===== src/rtl/ring_seq_pkg.sv =====
package ring_seq_pkg;
  typedef enum logic {WAVE_IDLE = 1'b0, WAVE_RUN = 1'b1} wave_st_e;
endpackage


===== src/rtl/ring_seq_wave.sv =====
module ring_seq_wave
  import ring_seq_pkg::*;
#(
  parameter int CELLS = 1024,
  localparam int PW = $clog2(CELLS)
) (
  input  logic          clk,
  input  logic          rst_n,
  input  logic          run_en,
  input  logic          cont_mode,
  output logic          running,
  output logic [PW-1:0] cell_idx,
  output logic          tap,
  output logic          rev_end,
  output logic          run_fall
);
  localparam logic [PW-1:0] LAST = PW'(CELLS - 1);
  localparam logic [PW-1:0] MID  = PW'(CELLS / 2);

  wave_st_e      st_q, st_d;
  logic [PW-1:0] cell_q, cell_d;
  logic          tap_q, tap_d, run_q;
  logic          rise;

  assign rise     = run_en & ~run_q;
  assign run_fall = ~run_en & run_q;
  assign rev_end  = (st_q == WAVE_RUN) & run_en & (cell_q == LAST);

  always_comb begin
    st_d   = st_q;
    cell_d = cell_q;
    tap_d  = tap_q;
    if (rise) begin
      st_d   = WAVE_RUN;
      cell_d = '0;
    end else if (st_q == WAVE_RUN) begin
      if (!run_en) begin
        st_d = WAVE_IDLE;
      end else if (cell_q == LAST) begin
        if (cont_mode) cell_d = '0;
        else           st_d   = WAVE_IDLE;
      end else begin
        cell_d = cell_q + 1'b1;
        if (cell_d == MID) tap_d = ~tap_q;
      end
    end
  end

  always_ff @(posedge clk or negedge rst_n) begin
    if (!rst_n) begin
      st_q   <= WAVE_IDLE;
      cell_q <= '0;
      tap_q  <= 1'b0;
      run_q  <= 1'b0;
    end else begin
      st_q   <= st_d;
      cell_q <= cell_d;
      tap_q  <= tap_d;
      run_q  <= run_en;
    end
  end

  assign running  = (st_q == WAVE_RUN);
  assign cell_idx = cell_q;
  assign tap      = tap_q;
endmodule


===== src/rtl/ring_seq_chanreg.sv =====
module ring_seq_chanreg #(
  parameter int NCH = 8
) (
  input  logic           clk,
  input  logic           rst_n,
  input  logic           shift_en,
  input  logic           loop_sel,
  input  logic           chain_in,
  input  logic           act_load,
  input  logic [NCH-1:0] act_init,
  output logic [NCH-1:0] act,
  output logic           chain_out
);
  logic [NCH-1:0] act_q, act_d;
  logic           feed;

  assign feed = loop_sel ? act_q[NCH-1] : chain_in;

  always_comb begin
    act_d = act_q;
    if (act_load)      act_d = act_init;
    else if (shift_en) act_d = {act_q[NCH-2:0], feed};
  end

  always_ff @(posedge clk or negedge rst_n) begin
    if (!rst_n) act_q <= '1;
    else        act_q <= act_d;
  end

  assign act       = act_q;
  assign chain_out = act_q[NCH-1];
endmodule


===== src/rtl/ring_seq_guard.sv =====
module ring_seq_guard #(
  parameter int CELLS = 1024,
  parameter int GW    = 4,
  localparam int PW = $clog2(CELLS)
) (
  input  logic          clk,
  input  logic          rst_n,
  input  logic          running,
  input  logic          wr_en,
  input  logic          run_fall,
  input  logic [GW-1:0] guard_cyc,
  input  logic [PW-1:0] cell_idx,
  output logic [PW-1:0] stop_pos,
  output logic          seq_err
);
  logic [PW-1:0] stop_q, stop_d;
  logic [GW-1:0] gap_q, gap_d;
  logic          wr_q, err_q, err_d, capture;

  assign capture = running & wr_q & ~wr_en;

  always_comb begin
    stop_d = capture ? cell_idx : stop_q;
    if (wr_en)            gap_d = '0;
    else if (&gap_q)      gap_d = gap_q;
    else                  gap_d = gap_q + 1'b1;
    err_d = err_q | (running & run_fall & (wr_en | (gap_q < guard_cyc)));
  end

  always_ff @(posedge clk or negedge rst_n) begin
    if (!rst_n) begin
      stop_q <= '0;
      gap_q  <= '0;
      wr_q   <= 1'b0;
      err_q  <= 1'b0;
    end else begin
      stop_q <= stop_d;
      gap_q  <= gap_d;
      wr_q   <= wr_en;
      err_q  <= err_d;
    end
  end

  assign stop_pos = stop_q;
  assign seq_err  = err_q;
endmodule


===== src/rtl/ring_seq_top.sv =====
module ring_seq_top #(
  parameter int CELLS = 1024,
  parameter int NCH   = 8,
  parameter int GW    = 4,
  localparam int PW = $clog2(CELLS)
) (
  input  logic           clk,
  input  logic           rst_n,
  input  logic           run_en,
  input  logic           wr_en,
  input  logic           cont_mode,
  input  logic           loop_sel,
  input  logic           chain_in,
  input  logic           act_load,
  input  logic [NCH-1:0] act_init,
  input  logic [NCH-1:0] wcfg,
  input  logic [GW-1:0]  guard_cyc,
  output logic           running,
  output logic [PW-1:0]  cell_idx,
  output logic           tap,
  output logic [NCH:0]   ch_active,
  output logic           chain_out,
  output logic [PW-1:0]  stop_pos,
  output logic           seq_err
);
  logic           rev_end, run_fall, sampling;
  logic [NCH-1:0] act;

  ring_seq_wave #(.CELLS(CELLS)) u_wave (
    .clk(clk), .rst_n(rst_n), .run_en(run_en), .cont_mode(cont_mode),
    .running(running), .cell_idx(cell_idx), .tap(tap),
    .rev_end(rev_end), .run_fall(run_fall)
  );

  ring_seq_chanreg #(.NCH(NCH)) u_chan (
    .clk(clk), .rst_n(rst_n), .shift_en(rev_end & wr_en),
    .loop_sel(loop_sel), .chain_in(chain_in), .act_load(act_load),
    .act_init(act_init), .act(act), .chain_out(chain_out)
  );

  ring_seq_guard #(.CELLS(CELLS), .GW(GW)) u_guard (
    .clk(clk), .rst_n(rst_n), .running(running), .wr_en(wr_en),
    .run_fall(run_fall), .guard_cyc(guard_cyc), .cell_idx(cell_idx),
    .stop_pos(stop_pos), .seq_err(seq_err)
  );

  assign sampling = running & wr_en;

  for (genvar g = 0; g < NCH; g++) begin : g_ch
    assign ch_active[g] = sampling & act[g] & wcfg[g];
  end
  assign ch_active[NCH] = sampling;
endmodule


===== config.mk =====
export PLATFORM = sky130hd
export DESIGN_NAME = ring_seq_top
export DESIGN_NICKNAME = d
export VERILOG_FILES = /design/src/rtl/ring_seq_pkg.sv /design/src/rtl/ring_seq_wave.sv /design/src/rtl/ring_seq_chanreg.sv /design/src/rtl/ring_seq_guard.sv /design/src/rtl/ring_seq_top.sv
export SDC_FILE = /design/constraint.sdc
export NUM_CORES = 1
export LEC_CHECK = 0
export BUFFER_PORTS_ARGS = -buffer_cell sky130_fd_sc_hd__buf_2
export CORE_UTILIZATION = 40
export CTS_CLUSTER_SIZE = 30
export DETAILED_ROUTE_END_ITERATION = 6
export SYNTH_ARGS = -nofsm -noshare
export SYNTH_HDL_FRONTEND = slang
export SYNTH_SLANG_ARGS = --single-unit

===== constraint.sdc =====
create_clock -name clk -period 2.3 [get_ports clk]
set_clock_uncertainty 0.2 [all_clocks]
set_input_delay 0.46 -clock clk [delete_from_list [all_inputs] [get_ports clk]]
set_output_delay 0.46 -clock clk [all_outputs]
set_load 0.05 [all_outputs]

* Word-level counts from Yosys, hierarchy flattened
Index checks and enable logic that the tools add are counted.
** Operators by class
- $add $sub $neg :: 2
- Magnitude comparators :: 1
- Equality and inequality tests :: 4
- Multiplexer cells :: 15
- Bitwise logic cells :: 34
- Reduce and logical (&&, ||, !) cells :: 6
** Operator list (number)
- 2-to-1 mux 10 bit :: 5
- AND 1 bit :: 26
- == test 10 bit, second input constant :: 2
- 2-to-1 mux 8 bit :: 2
- adder 10 x 1 -> 10 bit, second input constant :: 1
- 2-to-1 mux 4 bit :: 2
- 2-to-1 mux 1 bit :: 6
- inverter 1 bit :: 6
- nonzero test 2 bit :: 3
- AND reduction 5 bit :: 1
- adder 4 x 1 -> 4 bit, second input constant :: 1
- less-than comparator 4 bit :: 1
- AND reduction 4 bit :: 1
- != test 3 x 2 -> 1 bit, second input constant :: 1
- AND reduction 3 bit :: 1
- != test 2 bit, second input constant :: 1
- OR 1 bit :: 2
** Word-level totals
- Register bits :: 37
- Input port bits :: 28
- Output and inout port bits :: 33
- Word-level logic and storage cells :: 71

* Depth between registers and ports, before layout
Gate-level depths: netlist of run 1.
- Word-level depth :: 5
- Gate-level depth with buffers :: 8
- Mapped depth without buffers :: 7

* Modules after synthesis
Synthesis of run 1 repeated with hierarchy kept, for this count alone.
** Second synthesis, totals
- Cell total of the unflattened synthesis :: 200
- Area, all modules :: 2134.5 sq um
** Modules (own cells, without submodules)
- ring_seq_wave :: instances 1, cells each 97, area each 879.6 sq um, sequential area each 325.3 sq um
- ring_seq_guard :: instances 1, cells each 55, area each 754.5 sq um, sequential area each 400.4 sq um
- ring_seq_chanreg :: instances 1, cells each 37, area each 407.9 sq um, sequential area each 210.2 sq um
- ring_seq_top :: instances 1, cells each 11, area each 92.6 sq um, sequential area each 0.0 sq um

* Worst setup path after synthesis of run 1
No wires, ideal clock.
- Kind :: register to register
- Start point :: reg u_wave.cell_q[0] (netlist: u_wave.cell_idx[0])
- End point :: reg u_wave.tap_q (netlist: u_wave.tap)
- Setup time :: 0.082 ns
- Arrival :: 2.161 ns
- Required time :: 2.018 ns
- Path slack :: -0.142 ns
- Cell stages (with the launch flop) :: 8
- Path buffers :: 0
- Clock period less this slack :: 2.442 ns
- Path through :: dfrtp_1 > ha_1 > nand3_2 > nor2_1 > xnor2_1 > a41oi_1 > nor4_1 > xor2_1
** On the way
- Longest elaborated chain between the ends :: 3
- Elaborated cells on any way between the ends :: 5
- Classes of those cells :: add/sub: 1; eq/ne: 2; bitwise: 1; reduce/logical: 1
** RTL lines
- start, declared :: RTL line ring_seq_wave.sv:21 : logic [PW-1:0] cell_q, cell_d;
- start signal, assigned :: RTL line ring_seq_wave.sv:57 : cell_q <= cell_d;
- adder 10 x 1 -> 10 bit or == test 10 bit (tied branches) :: RTL line ring_seq_wave.sv:43, ring_seq_wave.sv:39
- == test 10 bit or inverter 1 bit (tied branches)
- AND reduction 5 bit (no line) *
- end signal, assigned :: RTL line ring_seq_wave.sv:58 : tap_q <= tap_d;
- end, declared :: RTL line ring_seq_wave.sv:22 : logic tap_q, tap_d, run_q;
Mark *: on every way between the ends. The rest lies on a longest branch, timed or not.
A chain may end at the register's enable or synchronous reset.

* Worst setup path in the final report of run 1
Same ends and word-level chain as after synthesis.

==> impl_metrics.json, run 1 <==
{
  "cp-end-kind": "register",
  "utilization_pct": 51.58,
  "hp-class": "primary input to async pin",
  "rows": 25,
  "finalPower_uw": 1457,
  "slowest_stage": "dfrtp_2",
  "grt_first_pass_wirelength_um": 7120,
  "vias_per_cell": 5.127,
  "wirelength_um": 4371,
  "synth_cell_types": 45,
  "outcome": "completed",
  "clk_pin_slew_ns": 0.07,
  "seq_area_um2": 938.4,
  "crit_family": "simple AND/OR/NAND/NOR gates",
  "dp_hpwl_um": 3062,
  "core_area_um2": 4723,
  "p_clk_share_pct": 30.1,
  "vias": 1651,
  "critPathMaxStageDelay_ns": 0.42,
  "drt_pre_antenna_iters": 4,
  "hold_viol_final": 0,
  "synthToLayoutAreaGrowth_pct": 23.46,
  "p_sw_uw": 452.5,
  "cts_buffers": 5,
  "drt_iter0_drc": 121,
  "ys_ff_latch": 37,
  "arrival_ns": 2.19,
  "grt_start_max_net_pins": 38,
  "syn-num-nets": 225,
  "tightest_slew_ns": 0.8276,
  "worstPathRequired_ns": 2.33,
  "numPortBuffers": 60,
  "rsz0062_at_grt": "no",
  "cts_setup_buffers": 0,
  "h-tree-depth": 2,
  "crit_buf_inv": 0,
  "sw_frac_of_total_pct": 31.06,
  "io-pin-count": 61,
  "synth_area_um2": 1973,
  "cts-root-buf": "clkbuf_8",
  "grt_use_total_pct": 18.04,
  "netlist_top_cells_area": "dfrtp_1 37%, dfstp_2 11%, mux2_2 6.3%",
  "postRouteAntennaNets": 0,
  "routedWlPerCell_um": 13.57,
  "fp.dieH_um": 72.24,
  "p_leak_uw": 0.001341,
  "slew_headroom_pct": 44.83,
  "postLayoutCellArea_um2": 2436,
  "insertion_delay_ns": 0.30,
  "fin_crit_sh_pct": 93.81,
  "seqPwrFrac_pct": 50.8,
  "pwr-share-comb_pct": 19.1,
  "clockBufferDepth": 2,
  "start_util_pct": 41.77,
  "fin_crit_ns": 2.158,
  "yosysWarnings": 0,
  "die_w_um": 72.24,
  "critPathLaunchType": "register",
  "powerDensity_nw_per_um2": 598.0,
  "drt_drc_violations_left": 0,
  "cts-resized-gates": 0,
  "grt_pass1_vias": 1448,
  "p_int_uw": 1004,
  "report.final.slew_viol_count": 0,
  "critPathMaxFanout": 7,
  "die-area_um2": 5218,
  "cts_tree": "built",
  "n_fill_cell": 447,
  "ir_worst_vdd_v": 0.0004061,
  "cp_cell_sequence": "ha_2 -> nand3_2 -> nor2_1 -> xnor2_1 -> a41oi_1 -> nor4_1 -> xor2_1",
  "antenna_found_initial": 0,
  "max_freq_mhz": 463.5,
  "cap_violations": 0,
  "synth_top_area_share_pct": 36.78,
  "drive_above_1_share_pct": 43.53,
  "avgSynthCellArea_um2": 10.33,
  "diodes": 0,
  "grt_overflow": 0,
  "hold_ws_ns": 0.04591,
  "synth_top_area_cell": "dfrtp_1",
  "setup_viol": 0,
  "cts.sinks": 37,
  "seq_area_frac_synth_pct": 47.43,
  "gp_congestion": 0.7680,
  "crit_type": "register to register",
  "cts_hold_repair.buffers": 0,
  "synthCells": 191,
  "fin_setup_tns_ns": 0,
  "nets": 288,
  "multi_input_area_um2": 922.1,
  "dpl-instance-area_um2": 2351
}
==> final timing paths <==
| path | slack, ns | start | cells past startpoint | end |
|---|---|---|---|---|
| worst max-delay path | 0.14 | u_wave.cell_idx[0]$_DFFE_PN0P_ | 7 | u_wave.tap$_DFFE_PN0P_ |
| worst min-delay path | 0.05 | rst_n | 1 | u_guard.seq_err$_DFF_PN0_ |
| worst max register to register | 0.14 | u_wave.cell_idx[0]$_DFFE_PN0P_ | 7 | u_wave.tap$_DFFE_PN0P_ |
| worst min register to register | 0.27 | u_guard.seq_err$_DFF_PN0_ | 1 | u_guard.seq_err$_DFF_PN0_ |
| max in group asynchronous | 1.26 | rst_n | 1 | u_wave.cell_idx[1]$_DFFE_PN0P_ |
| min in group clk | 0.20 | run_en | 1 | u_wave.run_q$_DFF_PN0_ |
==> metal layers <==
layer / share of wire, % / routed length [um] / vias to the layer above / track usage (%)
met5: 0 / 0 / - / 0
met4: 1.6 / 70 / 0 / 7.190
met3: 6.0 / 262 / 6 / 4.583
met2: 46 / 2027 / 54 / 26.90
met1: 46 / 2011 / 779 / 25.16
li1: - / - / 812 / -
==> cell type report <==
type                       instances  area share (%)
clock inverter                     2          0.4109
multi-input combinational        129           37.85
clock buffer                       6           2.979
tap                               67           3.441
sequential                        37           38.52
timing repair buffer              68           14.79
inverter                          13           2.003
==> placed cells by master (no fill, tap or decap), types with 3 or more instances in the layout <==
master and n:
and3_2 8, buf_2 60, mux2i_1 3, a21oi_1 4
dfstp_2 8, nor3_1 4, mux2_2 11, buf_4 8
ha_1 5, a222oi_1 7, a31oi_1 6, a21o_1 3
nand2_1 15, clkbuf_8 5, o21ai_0 8, xnor2_1 3
inv_1 13, dfrtp_1 27, nor2_1 15, nand3_1 4
==> power groups by stage <==
stage / clock network [uW] / logic (uW) / registers [uW]
after floorplan: 0 / 129 / 818
after global placement: 0 / 279 / 751
after detailed placement: 0 / 281 / 753
after CTS: 458 / 282 / 741
after global routing: 481 / 306 / 748
final: 438 / 278 / 741
==> per-stage QoR <==
stage,instances,worst slack [ns]
2_1_floorplan,191,0.04077
3_3_place_gp,314,0.1476
3_5_place_dp,314,0.09341
4_1_cts,322,0.1027
5_1_grt,322,0.0001974
6_report,322,0.1425
==> cells by family (layout without fill, tap and decap cells) <==
group / after synthesis / after routing / share of synthesized area (%)
buf+inv: 25 / 89 / 6.468
mux: 14 / 14 / 7.800
compound gates: 37 / 37 / 13.38
fa+ha+maj: 6 / 6 / 3.805
simple gates: 68 / 68 / 19.34
flops: 37 / 37 / 47.43
xor+xnor: 4 / 4 / 1.776
==> sequential cells by signal, summed over array words and instances, names as in the netlist <==
name / count
u_guard.stop_pos: 10
u_guard.wr_q: 1
u_chan.act: 8
u_guard.seq_err: 1
u_wave.run_q: 1
u_guard.gap_q: 4
u_wave.tap: 1
u_wave.cell_idx: 10
u_wave.running: 1
==> synthesized netlist by cell type (all sizes together) <==
| cell type | number |
|---|---|
| nor2 | 15 |
| a21o | 3 |
| o211ai | 1 |
| o221ai | 1 |
| and3 | 10 |
| a211o | 1 |
| a41oi | 1 |
| dfrtp | 29 |
| a211oi | 1 |
| o21ai | 8 |
| a222oi | 7 |
| nand4 | 3 |
| nand3 | 5 |
| nor3b | 1 |
| nor3 | 6 |
| mux2i | 3 |
| mux2 | 11 |
| a31oi | 6 |
| and2 | 2 |
| inv | 13 |
| xor2 | 1 |
| o22ai | 1 |
| nand3b | 2 |
| xnor2 | 3 |
| clkbuf | 4 |
| ha | 6 |
| a21oi | 4 |
| o41ai | 1 |
| nor4 | 1 |
| o32ai | 1 |
| nand2b | 2 |
| nand2 | 16 |
| dfstp | 8 |
| nor2b | 3 |
| or3 | 2 |
| a22o | 1 |
| buf | 8 |
Power figures use the tool's default switching activity.
==> inputs of run 2 (changes only) <==
GPL_TIMING_DRIVEN = 1   (was not set)
PLACE_DENSITY = 0.63   (was not set)
==> impl_metrics.json, run 2 (synthesis results as in run 1) <==
{
  "grt_first_pass_wirelength_um": 6920,
  "drt_drc_violations_left": 0,
  "cts_buffers": 5,
  "powerDensity_nw_per_um2": 619.1,
  "cp_cell_sequence": "ha_2 -> nand3_2 -> nor2_2 -> xnor2_1 -> a41oi_1 -> nor4_2 -> xor2_1",
  "setup_viol": 0,
  "layout.cells.non_filler": 321,
  "grt_start_max_net_pins": 36,
  "diodes": 0,
  "cts-root-buf": "clkbuf_8",
  "insertion_delay_ns": 0.29,
  "fin_crit_sh_pct": 93.74,
  "drt_iter0_drc": 65,
  "vias_per_cell": 5.078,
  "tightest_slew_ns": 0.7370,
  "crit_type": "register to register",
  "arrival_ns": 2.17,
  "critPathMaxFanout": 7,
  "core_area_um2": 4723,
  "final_common_cell": "buf_2",
  "fp.dieH_um": 72.24,
  "clk_pin_slew_ns": 0.07,
  "cts_tree": "built",
  "hp-class": "primary input to async pin",
  "postRouteAntennaNets": 0,
  "max_freq_mhz": 463.8,
  "io-pin-count": 61,
  "wirelength_um": 4248,
  "p_leak_uw": 0.001344,
  "grt_pass1_vias": 1442,
  "gp_congestion": 0.8059,
  "drive_above_1_share_pct": 44.49,
  "cp-end-kind": "register",
  "critPathLaunchType": "register",
  "cap_violations": 0,
  "hold_viol_final": 0,
  "cts_setup_buffers": 0,
  "critPathMaxStageDelay_ns": 0.42,
  "outcome": "completed",
  "grt_use_total_pct": 17.19,
  "rows": 25,
  "synthToLayoutAreaGrowth_pct": 24.48,
  "drt_pre_antenna_iters": 5,
  "ir_worst_vdd_v": 0.0003590,
  "die-area_um2": 5218,
  "rr_worst_depth": 7,
  "final_cell_mix": "60 x buf_2, 27 x dfrtp_1, 15 x nand2_1, 14 x nor2_1, 13 x inv_1",
  "report.final.slew_viol_count": 0,
  "h-tree-depth": 2,
  "antenna_found_initial": 0,
  "fin_crit_ns": 2.156,
  "nets": 287,
  "start_util_pct": 41.77,
  "die_w_um": 72.24,
  "routedWlPerCell_um": 13.23,
  "clockBufferDepth": 2,
  "numPortBuffers": 60,
  "place_inst": 313,
  "cts.sinks": 37,
  "vias": 1630,
  "slew_headroom_pct": 50.87,
  "slowest_stage": "dfrtp_2",
  "finalPower_uw": 1521,
  "dp_hpwl_um": 3064,
  "grt_overflow": 0,
  "worstPathRequired_ns": 2.32
}
==> run 2: changes by cell type in the layout (fill, tap and decap cells not counted), sizes merged <==
| cell | previous run | this run |
|---|---|---|
| buf | 68 | 67 |
| clkbuf | 6 | 7 |
| clkinv | 2 | 1 |
==> run 2: path summary, 6_finish.rpt <==
kind,start,to,slack (ns)
setup / recovery,u_wave.cell_idx[0]$_DFFE_PN0P_,u_wave.tap$_DFFE_PN0P_,0.14
hold / removal,rst_n,u_wave.cell_idx[9]$_DFFE_PN0P_,0.03
setup reg to reg,u_wave.cell_idx[0]$_DFFE_PN0P_,u_wave.tap$_DFFE_PN0P_,0.14
hold reg to reg,u_guard.seq_err$_DFF_PN0_,u_guard.seq_err$_DFF_PN0_,0.28
max in group asynchronous,rst_n,u_guard.stop_pos[4]$_DFFE_PN0P_,1.33
min in group clk,run_en,u_wave.run_q$_DFF_PN0_,0.20
==> run 2: worst max-delay path: cells and delay by family, from the launching register on <==
kind | cells | cell delay, ns
adders and majority gates | 1 | 0.24
AOI/OAI and AO/OA | 1 | 0.16
xor gates and xnor gates | 2 | 0.32
DFF | 1 | 0.42
and+or+nand+nor | 3 | 0.75
==> run 2: report_power, final <==
group	switching [uW]	internal, uW
sequential	41.6	700
combinational	183	93.1
clock	231	271
==> run 2: routing by layer <==
metal  part of all wire [%]  up-vias  global-route usage (%)  wire, um
met5                      0        -                       0         0
met4                    1.3        0                   5.229        54
met3                    6.3        6                   4.722       267
met2                     45       59                   26.58      1929
met1                     47      756                   23.62      1996
li1                       -      809                       -         -
==> run 2: area by class of cell <==
class,count,area (um2)
multi-input cells,129,930.9
clock inverters,1,5.005
flip-flops and latches,37,938.4
well taps,67,83.83
inverters,13,48.80
repair buffers,67,352.8
fillers,434,2267
clock buffers,7,96.34
==> run 2: timing repair <==
action,in CTS,in global routing
endpoints found under the hold margin,0,0
setup endpoints to repair,0,2
resized for setup,0,3
hold buffers,0,0
==> run 2: through the flow <==
| step | utilization, % | worst slack [ns] | hold slack (ns) | TNS (ns) | cell area, um2 |
|---|---|---|---|---|---|
| 6_report | 52.00 | 0.1440 | 0.02639 | 0 | 2456 |
| 3_3_place_gp | 49.62 | 0.1266 | 0.2575 | 0 | 2344 |
| 3_5_place_dp | 49.62 | 0.04890 | 0.2595 | 0 | 2344 |
| 5_1_grt | 52.00 | -0.001531 | 0.1014 | -0.001531 | 2456 |
| 2_1_floorplan | - | 0.04077 | -0.03559 | 0 | 1986 |
| 4_1_cts | 51.76 | 0.05154 | 0.05934 | 0 | 2445 |
